File: src/rtl/cm_sysctl_pkg.sv
package cm_sysctl_pkg;
  localparam int DW     = 32;
  localparam int KW     = 16;
  localparam int NIX    = 32;   // decoded word indices
  localparam int NSC    = 4;    // set/clear register pairs

  localparam logic [KW-1:0] OPEN_KEY   = 16'hA05F;
  localparam logic [DW-1:0] OSC_INIT   = 32'h0100_0048;
  localparam logic [DW-1:0] AUX_INIT   = 32'h0007_FEFF;
  localparam logic [DW-1:0] MEMCFG_VAL = 32'h0001_1122;
  localparam logic [DW-1:0] BOOT_INIT  = 32'h0000_0112;

  localparam int IX_OSC     = 2;
  localparam int IX_CTRL    = 3;
  localparam int IX_KEY     = 5;
  localparam int IX_AUX     = 7;
  localparam int IX_MEMCFG  = 8;
  localparam int IX_BOOT    = 9;
  localparam int IX_COUNT   = 10;
  localparam int IX_FLAG    = 12;
  localparam int IX_NVFLAG  = 14;
  localparam int IX_IRQ_ST  = 16;
  localparam int IX_IRQ_RAW = 17;
  localparam int IX_IRQ_EN  = 18;
  localparam int IX_SW_SET  = 20;
  localparam int IX_SW_CLR  = 21;
  localparam int IX_FIQ_ST  = 24;
  localparam int IX_FIQ_RAW = 25;
  localparam int IX_FIQ_EN  = 26;

  // set index of each set/clear pair; the clear index is one above
  function automatic int sc_set_ix(input int k);
    case (k)
      0:       return IX_FLAG;
      1:       return IX_NVFLAG;
      2:       return IX_IRQ_EN;
      default: return IX_FIQ_EN;
    endcase
  endfunction
endpackage

File: src/rtl/cm_setclr.sv
module cm_setclr #(
  parameter int W = 32
) (
  input  logic         clk,
  input  logic         rst_n,
  input  logic         set_stb,
  input  logic         clr_stb,
  input  logic [W-1:0] val,
  output logic [W-1:0] q
);
  always_ff @(posedge clk or negedge rst_n) begin
    if (!rst_n)       q <= '0;
    else if (set_stb) q <= q | val;
    else if (clr_stb) q <= q & ~val;
  end
endmodule

File: src/rtl/cm_keyed_osc.sv
module cm_keyed_osc
  import cm_sysctl_pkg::*;
(
  input  logic          clk,
  input  logic          rst_n,
  input  logic          key_wr,
  input  logic          osc_wr,
  input  logic          aux_wr,
  input  logic [DW-1:0] wdata,
  output logic [KW-1:0] key_q,
  output logic          open_q,
  output logic [DW-1:0] osc_q,
  output logic [DW-1:0] aux_q
);
  assign open_q = (key_q == OPEN_KEY);

  always_ff @(posedge clk or negedge rst_n) begin
    if (!rst_n) begin
      key_q <= '0;
      osc_q <= OSC_INIT;
      aux_q <= AUX_INIT;
    end else begin
      if (key_wr)           key_q <= wdata[KW-1:0];
      if (osc_wr && open_q) osc_q <= wdata;
      if (aux_wr && open_q) aux_q <= wdata;
    end
  end
endmodule

File: src/rtl/cm_refcount.sv
module cm_refcount #(
  parameter int W = 32
) (
  input  logic         clk,
  input  logic         rst_n,
  input  logic         tick,
  output logic [W-1:0] cnt
);
  always_ff @(posedge clk or negedge rst_n) begin
    if (!rst_n)    cnt <= '0;
    else if (tick) cnt <= cnt + 1'b1;
  end
endmodule

File: src/rtl/cm_sysctl.sv
module cm_sysctl
  import cm_sysctl_pkg::*;
#(
  parameter int ADDR_W = 8
) (
  input  logic              clk,
  input  logic              rst_n,
  input  logic              bus_sel,
  input  logic              bus_wr,
  input  logic [ADDR_W-1:0] bus_addr,
  input  logic [DW-1:0]     bus_wdata,
  output logic [DW-1:0]     bus_rdata,
  input  logic              ref_tick,
  output logic              led_on,
  output logic              remap_sel,
  output logic              rst_req,
  output logic              int_req
);
  localparam int IW = ADDR_W - 2;

  logic [IW-1:0]  idx;
  logic           wr_en;
  logic [NIX-1:0] wr_at;
  logic           unused_lowaddr;

  assign idx            = bus_addr[ADDR_W-1:2];
  assign wr_en          = bus_sel & bus_wr;
  assign unused_lowaddr = ^bus_addr[1:0];

  for (genvar g = 0; g < NIX; g++) begin : g_dec
    assign wr_at[g] = wr_en && (idx == IW'(g));
  end

  // keyed oscillator settings
  logic [KW-1:0] key_q;
  logic          lock_open;
  logic [DW-1:0] osc_val, aux_val;

  cm_keyed_osc u_keyed (
    .clk    (clk),
    .rst_n  (rst_n),
    .key_wr (wr_at[IX_KEY]),
    .osc_wr (wr_at[IX_OSC]),
    .aux_wr (wr_at[IX_AUX]),
    .wdata  (bus_wdata),
    .key_q  (key_q),
    .open_q (lock_open),
    .osc_q  (osc_val),
    .aux_q  (aux_val)
  );

  // flags, second flags, IRQ mask, FIQ mask
  logic [DW-1:0] sc_q [NSC];
  for (genvar k = 0; k < NSC; k++) begin : g_sc
    cm_setclr #(.W(DW)) u_sc (
      .clk     (clk),
      .rst_n   (rst_n),
      .set_stb (wr_at[sc_set_ix(k)]),
      .clr_stb (wr_at[sc_set_ix(k) + 1]),
      .val     (bus_wdata),
      .q       (sc_q[k])
    );
  end

  // software interrupt level
  logic sw_lvl;
  cm_setclr #(.W(1)) u_swint (
    .clk     (clk),
    .rst_n   (rst_n),
    .set_stb (wr_at[IX_SW_SET]),
    .clr_stb (wr_at[IX_SW_CLR]),
    .val     (bus_wdata[0]),
    .q       (sw_lvl)
  );

  // reference counter
  logic [DW-1:0] cnt_val;
  cm_refcount #(.W(DW)) u_cnt (
    .clk   (clk),
    .rst_n (rst_n),
    .tick  (ref_tick),
    .cnt   (cnt_val)
  );

  // control word, init word, reset pulse
  logic          led_q, remap_q, rst_q;
  logic [DW-1:0] boot_q;

  always_ff @(posedge clk or negedge rst_n) begin
    if (!rst_n) begin
      led_q   <= 1'b0;
      remap_q <= 1'b0;
      rst_q   <= 1'b0;
      boot_q  <= BOOT_INIT;
    end else begin
      rst_q <= wr_at[IX_CTRL] & bus_wdata[3];
      if (wr_at[IX_CTRL]) begin
        led_q   <= bus_wdata[0];
        remap_q <= bus_wdata[2];
      end
      if (wr_at[IX_BOOT]) boot_q <= bus_wdata;
    end
  end

  assign led_on    = led_q;
  assign remap_sel = remap_q;
  assign rst_req   = rst_q;

  logic [DW-1:0] lvl_w, irq_st, fiq_st;
  assign lvl_w   = {{(DW-1){1'b0}}, sw_lvl};
  assign irq_st  = lvl_w & sc_q[2];
  assign fiq_st  = lvl_w & sc_q[3];
  assign int_req = sw_lvl & (sc_q[2][0] | sc_q[3][0]);

  // read mux
  logic [DW-1:0] rd_mux;
  always_comb begin
    rd_mux = '0;
    case (idx)
      IW'(IX_OSC):     rd_mux = osc_val;
      IW'(IX_CTRL):    rd_mux = {{(DW-3){1'b0}}, remap_q, 1'b0, led_q};
      IW'(IX_KEY):     rd_mux = {{(DW-KW-1){1'b0}}, ~lock_open, key_q};
      IW'(IX_AUX):     rd_mux = aux_val;
      IW'(IX_MEMCFG):  rd_mux = MEMCFG_VAL;
      IW'(IX_BOOT):    rd_mux = boot_q;
      IW'(IX_COUNT):   rd_mux = cnt_val;
      IW'(IX_FLAG):    rd_mux = sc_q[0];
      IW'(IX_NVFLAG):  rd_mux = sc_q[1];
      IW'(IX_IRQ_ST):  rd_mux = irq_st;
      IW'(IX_IRQ_RAW): rd_mux = lvl_w;
      IW'(IX_IRQ_EN):  rd_mux = sc_q[2];
      IW'(IX_SW_SET):  rd_mux = lvl_w;
      IW'(IX_FIQ_ST):  rd_mux = fiq_st;
      IW'(IX_FIQ_RAW): rd_mux = lvl_w;
      IW'(IX_FIQ_EN):  rd_mux = sc_q[3];
      default:         rd_mux = '0;
    endcase
  end

  assign bus_rdata = (bus_sel && !bus_wr) ? rd_mux : '0;
endmodule

File: config.mk
export PLATFORM = sky130hd
export DESIGN_NAME = cm_sysctl
export DESIGN_NICKNAME = d
export VERILOG_FILES = /design/src/rtl/cm_sysctl_pkg.sv /design/src/rtl/cm_setclr.sv /design/src/rtl/cm_keyed_osc.sv /design/src/rtl/cm_refcount.sv /design/src/rtl/cm_sysctl.sv
export SDC_FILE = /design/constraint.sdc
export NUM_CORES = 1
export LEC_CHECK = 0
export ABC_CLOCK_PERIOD_IN_PS = 2900
export CAP_MARGIN = 30
export CORE_MARGIN = 1
export CORE_UTILIZATION = 40
export DETAILED_ROUTE_END_ITERATION = 12
export PLACE_DENSITY_LB_ADDON = 0.08
export SYNTH_ARGS = -nofsm -noshare
export SYNTH_HDL_FRONTEND = slang
export SYNTH_SLANG_ARGS = --single-unit
File: constraint.sdc
create_clock -name clk -period 2.9 [get_ports clk]
set_clock_uncertainty 0.15 [all_clocks]
set_input_delay 0.58 -clock clk [delete_from_list [all_inputs] [get_ports clk]]
set_output_delay 0.58 -clock clk [all_outputs]
set_load 0.05 [all_outputs]
==> out/results.md, run 1 <==
| Quantity | Reported | Unit |
|---|---|---|
| TritonCTS clock tree | yes | - |
| Clock sinks | 276 | - |
| Unrepaired setup endpoints after global routing | yes | - |
| Avg Synthesized Cell Area | 11.5 | um2 |
| Sequential fraction of the synthesis area | 52.0 | % |
| Adder and majority cell fraction of the synthesized area | 0.0938 | % |
| Pleak | 8.45 | nW |
| Detailed router's first-iteration violation count | 632 | - |
| Min-Delay Path Class | in -> reg | - |
| X dimension of the die | 185 | um |
| Number of placement rows | 66 | - |
| Count of non-filler cells in the finished layout | 1832 | - |
| Drt via density | 5.63 | - |
| Largest net degree at the start of global routing | 70 | - |
| Post-Syn Nets | 1201 | - |
| Transition at the pin with the smallest max-transition slack | 635 | ps |
| Critical path data required time | 2170 | ps |
| Post-DRT Antenna Nets | 0 | - |
| Remaining max-slew budget at the tightest pin | 57.7 | % |
| Post-route DRC | 0 | - |
| Cells traversed along the worst timing path | buf_12 -> buf_12 -> nand2b_4 -> buf_6 -> nor3_4 -> buf_6 -> buf_12 -> a32o_2 -> a221oi_4 -> a31oi_4 -> buf_12 | - |
| Clock latency on the worst-skew pair | 520 | ps |
| Data arrival time of the critical path | 2240 | ps |
| Cts bufs inserted | 34 | - |
| DIE AREA | 0.0341 | mm2 |
| Layout cells sized above 1 | 43.9 | % |
| Post-synthesis cell count | 1155 | - |
| Vertical extent of the die | 185 | um |
| Crit. End Element | output pin | - |
| Global route total overflow | 0 | - |
| Power density of the placed cells | 503 | mW/mm2 |
| Port bufs | 78 | - |
| Maximum cell stage delay along the critical path | 340 | ps |
| Distinct cells, synth | 61 | - |
| Largest family of logic cells by synthesized area | multiplexers | - |
| Fillers | 2733 | - |
| Simple-gate area share of the yosys netlist | 10.2 | % |
| Flip-flop and latch count after synthesis | 276 | - |
| Clk Tree Root Cell | sky130_fd_sc_hd__clkbuf_16 | - |
| Clk slew on worst S/H paths | 60 | ps |
| Crit path time final | 2970 | ps |
| Failing checks | setup timing | - |
| Flip-flop cell with the highest count after synthesis | sky130_fd_sc_hd__dfrtp_1 | - |
| Most common cell after layout, fill and taps aside | sky130_fd_sc_hd__dfrtp_1 | - |
| Kind of critical path | in -> out | - |
| Core area | 0.0327 | mm2 |
| Placer's final routability congestion estimate | 0.844 | - |
| Compound-gate portion of the synthesized area | 13.5 | % |
| Depth of the CTS H-tree | 2 | - |
| Starting density of the core | 40.8 | % |
| Drt wl/cell | 24.2 | um |
| Worst ir drop on vdd | 0.413 | mV |
| Total via count in the routed design | 10300 | - |
| NumNets Final | 1410 | - |
| Slowest cell on crit path | sky130_fd_sc_hd__a221oi_4 | - |
| Placed Instances | 1723 | - |
| First-pass GRT wire length | 67000 | um |
| Final setup violation count | 13 | - |
| Post-Route Utilization | 58.3 | % |
| Max-capacitance violation count | 0 | - |
| Proportion of register bits with asynchronous set or reset after synthesis | 100 | % |
| Final sum of negative setup slack | -394 | ps |
| Finished layout cell area | 0.0191 | mm2 |
| Number of global-route vias before repair | 10400 | - |
| Mux cell area share after synthesis | 16.7 | % |
| Status | finished with violations | - |
| HPWL reported at the end of detailed placement | 29200 | um |
| Clock Tree Buf Depth | 3 | - |
| Total GRT Usage | 26.6 | % |
| Initial antenna violation count | 0 | - |
| Kind of start point of the critical path | input port | - |
| Number of enable flip-flop cells after synthesis | 0 | - |
| Post-Place Cell Area | 0.0165 | mm2 |
| TritonRoute pass-1 iters | 5 | - |
| Parity-gate share of the synthesized area counting xor and xnor cells | 2.04 | % |
| Commonest non-fill, non-tap cells in the layout | 250 x sky130_fd_sc_hd__dfrtp_1, 148 x sky130_fd_sc_hd__nand2_1, 142 x sky130_fd_sc_hd__mux2_2 | - |
| Final Hold Violating Endpoints | 0 | - |
| Total count of max-transition violations in the final report | 0 | - |
| Number of antenna cells inserted | 0 | - |
| Synthesized area | 0.0133 | mm2 |
| YS warnings | 0 | - |
| Post-route clock period utilization | 103 | % |
| Number of top-level pins | 81 | - |
| F_max | 0.336 | GHz |
| Overall routed net length | 44400 | um |
| Critical-path maximum fanout | 5 | - |
| Most numerous cell on the critical path | sky130_fd_sc_hd__buf_12 | - |
| Setup slack after layout | -74.6 | ps |
| Layout-stage area growth over the synthesis result | 42.9 | % |
-- per-layer routing --
layer / up-vias / part of all wire [%] / global-route usage [%]
li1: 4630 / - / -
met1: 5371 / 46 / 37.6
met2: 268 / 48 / 43.6
met3: 48 / 4.2 / 3.24
met4: 0 / 1.7 / 5.97
met5: - / 0 / 0
-- final cells by class --
class | count | area, um2 | share of cell area (%)
Tap cell | 442 | 553 | 2.90
Inverter | 44 | 165 | 0.867
Timing Repair Buffer | 283 | 3450 | 18.1
Sequential cell | 276 | 6940 | 36.4
Clock buffer | 48 | 995 | 5.22
Clock inverter | 14 | 139 | 0.729
Multi-Input combinational cell | 725 | 6810 | 35.8
-- path summary, 6_finish.rpt --
check,depth (start not counted),to,slack [ps],from
setup / recovery,11,bus_rdata[10],-70,bus_addr[4]
hold / removal,3,flip-flop,300,bus_addr[2]
setup reg to reg,6,u_keyed.aux_q[19]$_DFFE_PN0P_,540,u_keyed.key_q[10]$_DFFE_PN0P_
hold reg to reg,1,u_cnt.cnt[31]$_DFFE_PN0P_,340,u_cnt.cnt[31]$_DFFE_PN0P_
max in group asynchronous,3,u_keyed.aux_q[10]$_DFFE_PN1P_,1290,rst_n
min in group asynchronous,2,asynchronous set/reset pin,500,rst_n
-- where the power goes --
part | internal [mW] | switching (mW) | total, mW
Sequential | 4.08 | 0.204 | 4.29
Clock | 2.59 | 1.72 | 4.31
Combinational | 0.474 | 0.528 | 1.00
Total | 7.15 | 2.45 | 9.59
-- cell families after synthesis --
family	after synthesis
buffers and inverters	154
AOI/OAI and AO/OA	229
muxes	202
adders and majority gates	1
xor gates and xnor gates	31
DFF	276
and+or+nand+nor	262
-- cells in the mapped netlist (18+ instances only) --
master,instances,area share (%)
sky130_fd_sc_hd__dfrtp_1,252,47
sky130_fd_sc_hd__a22o_1,75,4.9
sky130_fd_sc_hd__dfstp_2,24,4.7
sky130_fd_sc_hd__a31oi_1,28,1.3
sky130_fd_sc_hd__buf_2,56,2.1
sky130_fd_sc_hd__a22oi_1,47,2.6
sky130_fd_sc_hd__xnor2_1,18,1.2
sky130_fd_sc_hd__a21oi_1,18,0.68
sky130_fd_sc_hd__nor2_1,28,0.79
sky130_fd_sc_hd__a221oi_1,20,1.3
sky130_fd_sc_hd__clkbuf_1,36,1.0
sky130_fd_sc_hd__inv_1,44,1.2
sky130_fd_sc_hd__mux2i_1,53,4.0
sky130_fd_sc_hd__mux2_2,142,12
sky130_fd_sc_hd__nand2_1,150,4.2
-- metrics by stage --
| step | hold slack, ps | total power, mW | worst slack [ps] |
|---|---|---|---|
| after global routing | 300 | 9.94 | -115 |
| after CTS | 258 | 9.59 | -90.6 |
| after global placement | 317 | 5.17 | -689 |
| final | 295 | 9.59 | -74.6 |
| after detailed placement | 326 | 5.18 | -680 |
| after floorplan | 134 | 4.75 | -140 |
-- worst max-delay path, delay by kind of cell --
kind                   cells  cell delay, ps
AO/OA/AOI/OAI              3             720
AND/OR/NAND/NOR            2             170
buffers and inverters      6             760
-- repair_timing --
action / in CTS / in global routing
hold buffers: 1 / 0
gates cloned: 5 / 2
hold endpoints to repair: 60 / 0
gates resized for setup: 150 / 66
setup buffers: 32 / 20
setup endpoints to repair: 33 / 32
pin swaps: 58 / 58
Note: power is estimated with default switching activity, not from simulation.
==> run 2: changes to the inputs <==
Settings changed: SYNTH_HIERARCHICAL set to 1.
==> run 2 against run 1 <==
  * Area after synthesis is 2.6% lower
  * Die area is 2.6% lower
  * Core utilization is 0.41 points higher
  * Final cell count is 4.8% lower
  * First-iteration DRC count is 6.8% higher
  * The flow still finishes with violations (setup timing)
  * Flip-flop and latch count stayed put
  * Count of clock-buffer cells in the layout is 4 lower
  * Worst setup slack worse by 180 ps
  * Critical path depth is 4 lower
  * Register-to-register slack worse by 100 ps
  * Synthesized cell count is 5.9% lower
  * Final area is 2.3% lower
==> out/results.md, run 2 <==
| Quantity | Reported | Unit |
|---|---|---|
| Status | finished with violations | - |
| Failing checks | setup timing | - |
| Total GRT Usage | 27.0 | % |
| Initial antenna violation count | 0 | - |
| Power density of the placed cells | 531 | mW/mm2 |
| Post-Route Utilization | 58.7 | % |
| TritonRoute pass-1 iters | 5 | - |
| Critical path data required time | 2170 | ps |
| Setup slack after layout | -258 | ps |
| Post-synthesis cell count | 1087 | - |
| Number of antenna cells inserted | 0 | - |
| Global route total overflow | 0 | - |
| Critical path launch point | u_keyed/key_q[12]$_DFFE_PN0P_ | - |
| Flip-flop and latch count after synthesis | 276 | - |
| Critical-path maximum fanout | 2 | - |
| Synthesized area | 0.0130 | mm2 |
| Number of enable flip-flop cells after synthesis | 0 | - |
| Placer's final routability congestion estimate | 0.873 | - |
| X dimension of the die | 182 | um |
| Cells traversed along the worst timing path | or4b_4 -> nor4_4 -> a2bb2oi_2 -> o32ai_2 -> a211oi_2 -> a31oi_4 -> buf_12 | - |
| Starting density of the core | 41.0 | % |
| Min-Delay Path Class | reg -> reg | - |
| Internal | 7.47 | mW |
| Kind of critical path | reg -> out | - |
| Post-Syn Nets | 1133 | - |
| Final Hold Violating Endpoints | 0 | - |
| Clk Tree Root Cell | sky130_fd_sc_hd__clkbuf_16 | - |
| Min-delay src | u_keyed/aux_q[25]$_DFFE_PN0P_ | - |
| YS warnings | 6 | - |
| Hold Path End | u_keyed/aux_q[25]$_DFFE_PN0P_ | - |
| Most used standard cell by instance count after synthesis | sky130_fd_sc_hd__dfrtp_1 | - |
| Max-capacitance violation count | 0 | - |
| Most common cell after layout, fill and taps aside | sky130_fd_sc_hd__dfrtp_1 | - |
| HPWL reported at the end of detailed placement | 27400 | um |
| Clock latency on the worst-skew pair | 510 | ps |
| Number of cells traversed by the worst hold path | 1 | - |
| Total count of max-transition violations in the final report | 0 | - |
| Unrepaired setup endpoints after global routing | yes | - |
| Kind of cell with the highest combined delay on the critical path | simple AND/OR/NAND/NOR gates | - |
| Worst-case register-to-register setup slack | 440 | ps |
| Commonest non-fill, non-tap cells in the layout | 252 x sky130_fd_sc_hd__dfrtp_1, 155 x sky130_fd_sc_hd__a22o_1, 144 x sky130_fd_sc_hd__nand2_1 | - |
| TritonCTS clock tree | yes | - |
| Vertical extent of the die | 182 | um |
| F_max | 0.317 | GHz |
| Detailed router's first-iteration violation count | 675 | - |
| Number of cell instances on the worst register-to-register path | 6 | - |
| Pleak | 7.90 | nW |
| NumNets Final | 1363 | - |
| Clk slew on worst S/H paths | 60 | ps |
| Core area | 0.0317 | mm2 |
| Post-route clock period utilization | 109 | % |
| Number of placement rows | 65 | - |
| Reg-to-Reg Start | u_keyed/key_q[12]$_DFFE_PN0P_ | - |
| Slowest cell on crit path | sky130_fd_sc_hd__or4b_4 | - |
| Remaining max-slew budget at the tightest pin | 49.5 | % |
| Buf+Inv Stages, Crit Path | 1 | - |
| Commonest cells post-synth | 252 x sky130_fd_sc_hd__dfrtp_1, 156 x sky130_fd_sc_hd__a22o_1, 146 x sky130_fd_sc_hd__nand2_1 | - |
| Relative contribution of combinational cells to total power | 8.6 | % |
| Capture instance of the worst register-to-register path | u_keyed/osc_q[23]$_DFFE_PN0P_ | - |
| Distinct cells, synth | 63 | - |
| Overall routed net length | 43600 | um |
| Share of Yosys cell area claimed by the top area cell type | 48.5 | % |
| Total via count in the routed design | 10200 | - |
| Cts bufs inserted | 34 | - |
| Worst ir drop on vdd | 0.403 | mV |
| Data arrival time of the critical path | 2430 | ps |
| Count of non-filler cells in the finished layout | 1744 | - |
| Placed Instances | 1650 | - |
| Clock sinks | 276 | - |
| Layout-stage area growth over the synthesis result | 43.2 | % |
| Depth of the CTS H-tree | 2 | - |
| Switching portion of total power | 24.3 | % |
| Largest net degree at the start of global routing | 78 | - |
| Post-DRT Antenna Nets | 0 | - |
| Crit. End Element | output pin | - |
| Part of the power in registers | 44.4 | % |
| Transition at the pin with the smallest max-transition slack | 752 | ps |
| Proportion of register bits with asynchronous set or reset after synthesis | 100 | % |
| DIE AREA | 0.0332 | mm2 |
| Maximum cell stage delay along the critical path | 560 | ps |
| Final setup violation count | 12 | - |
| Kind of start point of the critical path | flip-flop | - |
| Drt wl/cell | 25.0 | um |
| Largest area contributor in the synthesized netlist | sky130_fd_sc_hd__dfrtp_1 | - |
| Number of global-route vias before repair | 10600 | - |
| Post-route DRC | 0 | - |
| Number of top-level pins | 81 | - |
| First-pass GRT wire length | 67300 | um |
| Drt via density | 5.84 | - |
| Port bufs | 78 | - |
| Top cells by area, synth | sky130_fd_sc_hd__dfrtp_1 49%, sky130_fd_sc_hd__a22o_1 11%, sky130_fd_sc_hd__mux2_1 5.3%, sky130_fd_sc_hd__mux2_2 5.0%, sky130_fd_sc_hd__dfstp_2 4.9% | - |
| Fraction of power consumed by the clock network | 47.0 | % |
| Switch Pwr | 2.40 | mW |
| Layout cells sized above 1 | 37.5 | % |
| Clock Tree Buf Depth | 3 | - |
| Avg Synthesized Cell Area | 12.0 | um2 |
| Crit path time final | 3160 | ps |
| Fillers | 2545 | - |
| Sequential fraction of the synthesis area | 53.4 | % |
| Flip-flop cell with the highest count after synthesis | sky130_fd_sc_hd__dfrtp_1 | - |
[run 2: changes by cell type in the layout (fill, tap and decap cells not counted), sizes merged, moves of 12 or more]
cell / delta
a222oi: -13
a22o: +82
nor3: +12
mux2: -28
mux2i: -42
buf: -17
inv: -42
[run 2: per-stage QoR]
stage	total power, mW	setup TNS [ps]	worst slack (ps)	hold slack, ps	cell area (um2)
after global placement	5.18	-37080	-619	322	16200
final	9.87	-472	-258	343	18600
after floorplan	4.72	-1060	-106	134	13400
after CTS	9.92	-669	-346	344	18300
after global routing	10.2	-1640	-345	354	18600
after detailed placement	5.21	-39800	-616	321	16200
[run 2: layout make-up]
class | count | area (um2) | share of cell area (%)
sequential | 276 | 6940 | 37.3
timing repair buffer | 265 | 3300 | 17.7
multi-input combinational | 737 | 6640 | 35.7
clock buffer | 44 | 950 | 5.10
clock inverter | 17 | 272 | 1.46
tap | 402 | 503 | 2.70
inverter | 3 | 11.3 | 0.0605
[run 2: power by group through the flow]
| stage | Combinational [mW] | Sequential [mW] | Clock [mW] |
|---|---|---|---|
| 2_1_floorplan | 0.388 | 4.33 | 0 |
| 4_1_cts | 0.843 | 4.37 | 4.71 |
| 5_1_grt | 0.934 | 4.41 | 4.88 |
| 3_5_place_dp | 0.786 | 4.42 | 0 |
| 3_3_place_gp | 0.767 | 4.42 | 0 |
| 6_report | 0.851 | 4.38 | 4.64 |
[run 2: what timing repair did]
action,in CTS,in global routing
hold endpoints to repair,62,0
pin swaps,57,36
setup endpoints to repair,32,32
buffers inserted,30,15
cloned,5,1
hold buffers,1,0
gates resized for setup,139,45
[run 2: worst max-delay path by stage]
stage	to	depth (start not counted)
detailed placement	bus_rdata[3]	9
finish	bus_rdata[16]	7
global route	bus_rdata[16]	7
CTS	bus_rdata[16]	7
global placement	bus_rdata[3]	9
floorplan	bus_rdata[21]	7
[run 2: worst register-to-register path, delay by kind of cell (launching register included)]
| family | cells | cell delay, ps |
|---|---|---|
| flip-flops | 1 | 380 |
| AND/OR/NAND/NOR | 3 | 1100 |
| buffers and inverters | 2 | 370 |
| multiplexers | 1 | 340 |
[run 2: layer usage]
metal / part of all wire, % / wire length, um / global-route usage, %
met5: 0 / 0 / 0
met3: 4.5 / 1980 / 3.95
met2: 46 / 20200 / 42.8
met4: 2.7 / 1190 / 8.71
met1: 46 / 20200 / 38.0
[run 2: kinds of logic after synthesis]
family,count (synthesis),share of synthesized area (%)
compound gates,302,18.7
xor+xnor,31,2.09
fa+ha+maj,1,0.0963
buf+inv,74,3.54
flops,276,53.4
mux,130,11.2
simple gates,273,11.0
==> run 3: changes to the inputs <==
Settings changed: SKIP_CTS_REPAIR_TIMING set to 1.
==> run 3 against run 2 <==
  * The flow still finishes with violations (setup timing)
  * Clock power barely moved
  * Final area decreased by 1.1%
  * Count of clock-buffer cells in the layout unchanged
  * Wire length rose by 0.11%
  * Global-route usage decreased by 1.0 points
  * Maximum frequency decreased by 1.7%
  * Combinational power fell by 0.9%
  * Non-clock buffer count down 3
  * Final cell count down 0.17%
  * Flip-flop and latch count unchanged
  * Worst setup slack got worse by 56 ps
  * Critical endpoint unchanged
==> out/results.md, run 3 (same netlist as run 2, synthesis figures left out) <==
| Quantity | Reported | Unit |
|---|---|---|
| Status | finished with violations | - |
| Failing checks | setup timing | - |
| Data arrival time of the critical path | 2480 | ps |
| Overall routed net length | 43600 | um |
| Number of cells traversed by the worst hold path | 1 | - |
| Reg-to-Reg Start | u_keyed/key_q[12]$_DFFE_PN0P_ | - |
| Post-route DRC | 0 | - |
| X dimension of the die | 182 | um |
| F_max | 0.311 | GHz |
| Largest net degree at the start of global routing | 78 | - |
| Part of the power in registers | 44.4 | % |
| Clk slew on worst S/H paths | 60 | ps |
| Core area | 0.0317 | mm2 |
| Number of antenna cells inserted | 0 | - |
| Final Hold Violating Endpoints | 0 | - |
| Layout cells sized above 1 | 36.4 | % |
| Remaining max-slew budget at the tightest pin | 52.4 | % |
| Critical path data required time | 2170 | ps |
| Worst Hold Margin | 343 | ps |
| Max-capacitance violation count | 0 | - |
| Placed Instances | 1650 | - |
| Kind of critical path | reg -> out | - |
| Kind of start point of the critical path | flip-flop | - |
| TritonRoute pass-1 iters | 5 | - |
| Unrepaired setup endpoints after global routing | yes | - |
| DIE AREA | 0.0332 | mm2 |
| TritonCTS clock tree | yes | - |
| Placement-stage worst setup slack | -616 | ps |
| Worst ir drop on vdd | 0.404 | mV |
| Post-route clock period utilization | 111 | % |
| Clock Tree Buf Depth | 3 | - |
| Post-route total power | 9.87 | mW |
| Fraction of power consumed by the clock network | 47.1 | % |
| Clock sinks | 276 | - |
| Transition at the pin with the smallest max-transition slack | 708 | ps |
| HPWL reported at the end of detailed placement | 27400 | um |
| Total count of max-transition violations in the final report | 0 | - |
| Switch Pwr | 2.40 | mW |
| Capture instance of the worst register-to-register path | u_keyed/osc_q[23]$_DFFE_PN0P_ | - |
| Clock latency on the worst-skew pair | 520 | ps |
| Cts bufs inserted | 34 | - |
| Drt via density | 5.94 | - |
| Placer's final routability congestion estimate | 0.873 | - |
| Initial antenna violation count | 1 | - |
| Sequential Area | 0.00694 | mm2 |
| Detailed router's first-iteration violation count | 713 | - |
| Commonest non-fill, non-tap cells in the layout | 251 x sky130_fd_sc_hd__dfrtp_1, 155 x sky130_fd_sc_hd__a22o_1, 143 x sky130_fd_sc_hd__nand2_1 | - |
| Number of placement rows | 65 | - |
| Min-delay src | u_keyed/osc_q[10]$_DFFE_PN0P_ | - |
| Clk Tree Root Cell | sky130_fd_sc_hd__clkbuf_16 | - |
| Setup slack after layout | -313 | ps |
| Global route total overflow | 0 | - |
| Worst-case register-to-register setup slack | 420 | ps |
| Vertical extent of the die | 182 | um |
| Depth of the CTS H-tree | 2 | - |
| Crit path time final | 3210 | ps |
| Internal | 7.47 | mW |
| Post-DRT Antenna Nets | 0 | - |
| Area taken by multi-input logic gates | 0.00654 | mm2 |
| Total via count in the routed design | 10300 | - |
| Crit. End Element | output pin | - |
| Power density of the placed cells | 536 | mW/mm2 |
| Drt wl/cell | 25.1 | um |
| Fillers | 2574 | - |
| Final setup violation count | 32 | - |
| Number of global-route vias before repair | 10400 | - |
| Starting density of the core | 41.0 | % |
| Critical-path maximum fanout | 2 | - |
| Most common cell after layout, fill and taps aside | sky130_fd_sc_hd__dfrtp_1 | - |
| Port bufs | 78 | - |
| Total GRT Usage | 26.0 | % |
| Min-Delay Path Class | reg -> reg | - |
| First-pass GRT wire length | 65500 | um |
| Number of top-level pins | 81 | - |
| NumNets Final | 1360 | - |
| Pleak | 7.84 | nW |
| Post-Route Utilization | 58.0 | % |
| Relative contribution of combinational cells to total power | 8.5 | % |
| Count of non-filler cells in the finished layout | 1741 | - |
| Hold Path End | u_keyed/osc_q[10]$_DFFE_PN0P_ | - |
| Number of cell instances on the worst register-to-register path | 6 | - |
| Switching portion of total power | 24.3 | % |
| Layout-stage area growth over the synthesis result | 41.7 | % |
[run 3: cell types whose count changed in the layout (fill, tap and decap cells not counted), sizes merged]
cell    previous run  this run
buf              224       218
clkbuf            45        48
[run 3: per-layer routing]
layer	up-vias	global-route usage (%)	routed length (um)	share of wire, %
met4	2	7.36	1140	2.6
li1	4597	-	-	-
met1	5343	37.5	20000	46
met5	-	0	11	0.025
met2	317	41.4	20200	46
met3	75	2.85	2310	5.3
[run 3: final cells by class]
cell class / count / share of cell area [%]
flip-flops and latches: 276 / 37.7
inverters: 3 / 0.0612
multi-input cells: 737 / 35.5
well taps: 402 / 2.73
repair buffers: 262 / 17.4
clock buffers: 44 / 5.16
clock inverters: 17 / 1.47
[run 3: metrics by stage]
step           area (um2)  TNS (ps)
6_report            18400     -1840
5_1_grt             18400     -3430
4_1_cts             17400    -18150
3_5_place_dp        16200    -39800
3_3_place_gp        16200    -37080
2_1_floorplan       13400     -1060
[run 3: worst max-delay path: stages (launching register included)]
cell and delay [ps]:
sky130_fd_sc_hd__dfrtp_1 380, sky130_fd_sc_hd__or4b_4 560, sky130_fd_sc_hd__nor4_4 180, sky130_fd_sc_hd__a2bb2oi_2 150, sky130_fd_sc_hd__o32ai_1 80, sky130_fd_sc_hd__a211oi_2 310
sky130_fd_sc_hd__a31oi_4 150, sky130_fd_sc_hd__buf_12 170
[run 3: worst max path at each step]
stage | to | cells after the start | from
floorplan | bus_rdata[21] | 7 | bus_addr[6]
global placement | bus_rdata[3] | 9 | bus_addr[4]
detailed placement | bus_rdata[3] | 9 | bus_addr[4]
CTS | bus_rdata[16] | 7 | u_keyed/key_q[11]$_DFFE_PN0P_
global route | bus_rdata[16] | 7 | u_keyed/key_q[12]$_DFFE_PN0P_
finish | bus_rdata[16] | 7 | u_keyed/key_q[12]$_DFFE_PN0P_
[run 3: power groups by stage]
stage | Sequential [mW] | Combinational (mW) | Clock [mW]
CTS | 4.36 | 0.786 | 4.71
finish | 4.38 | 0.843 | 4.64
global route | 4.41 | 0.924 | 4.88
floorplan | 4.33 | 0.388 | 0
detailed placement | 4.42 | 0.786 | 0
global placement | 4.42 | 0.767 | 0
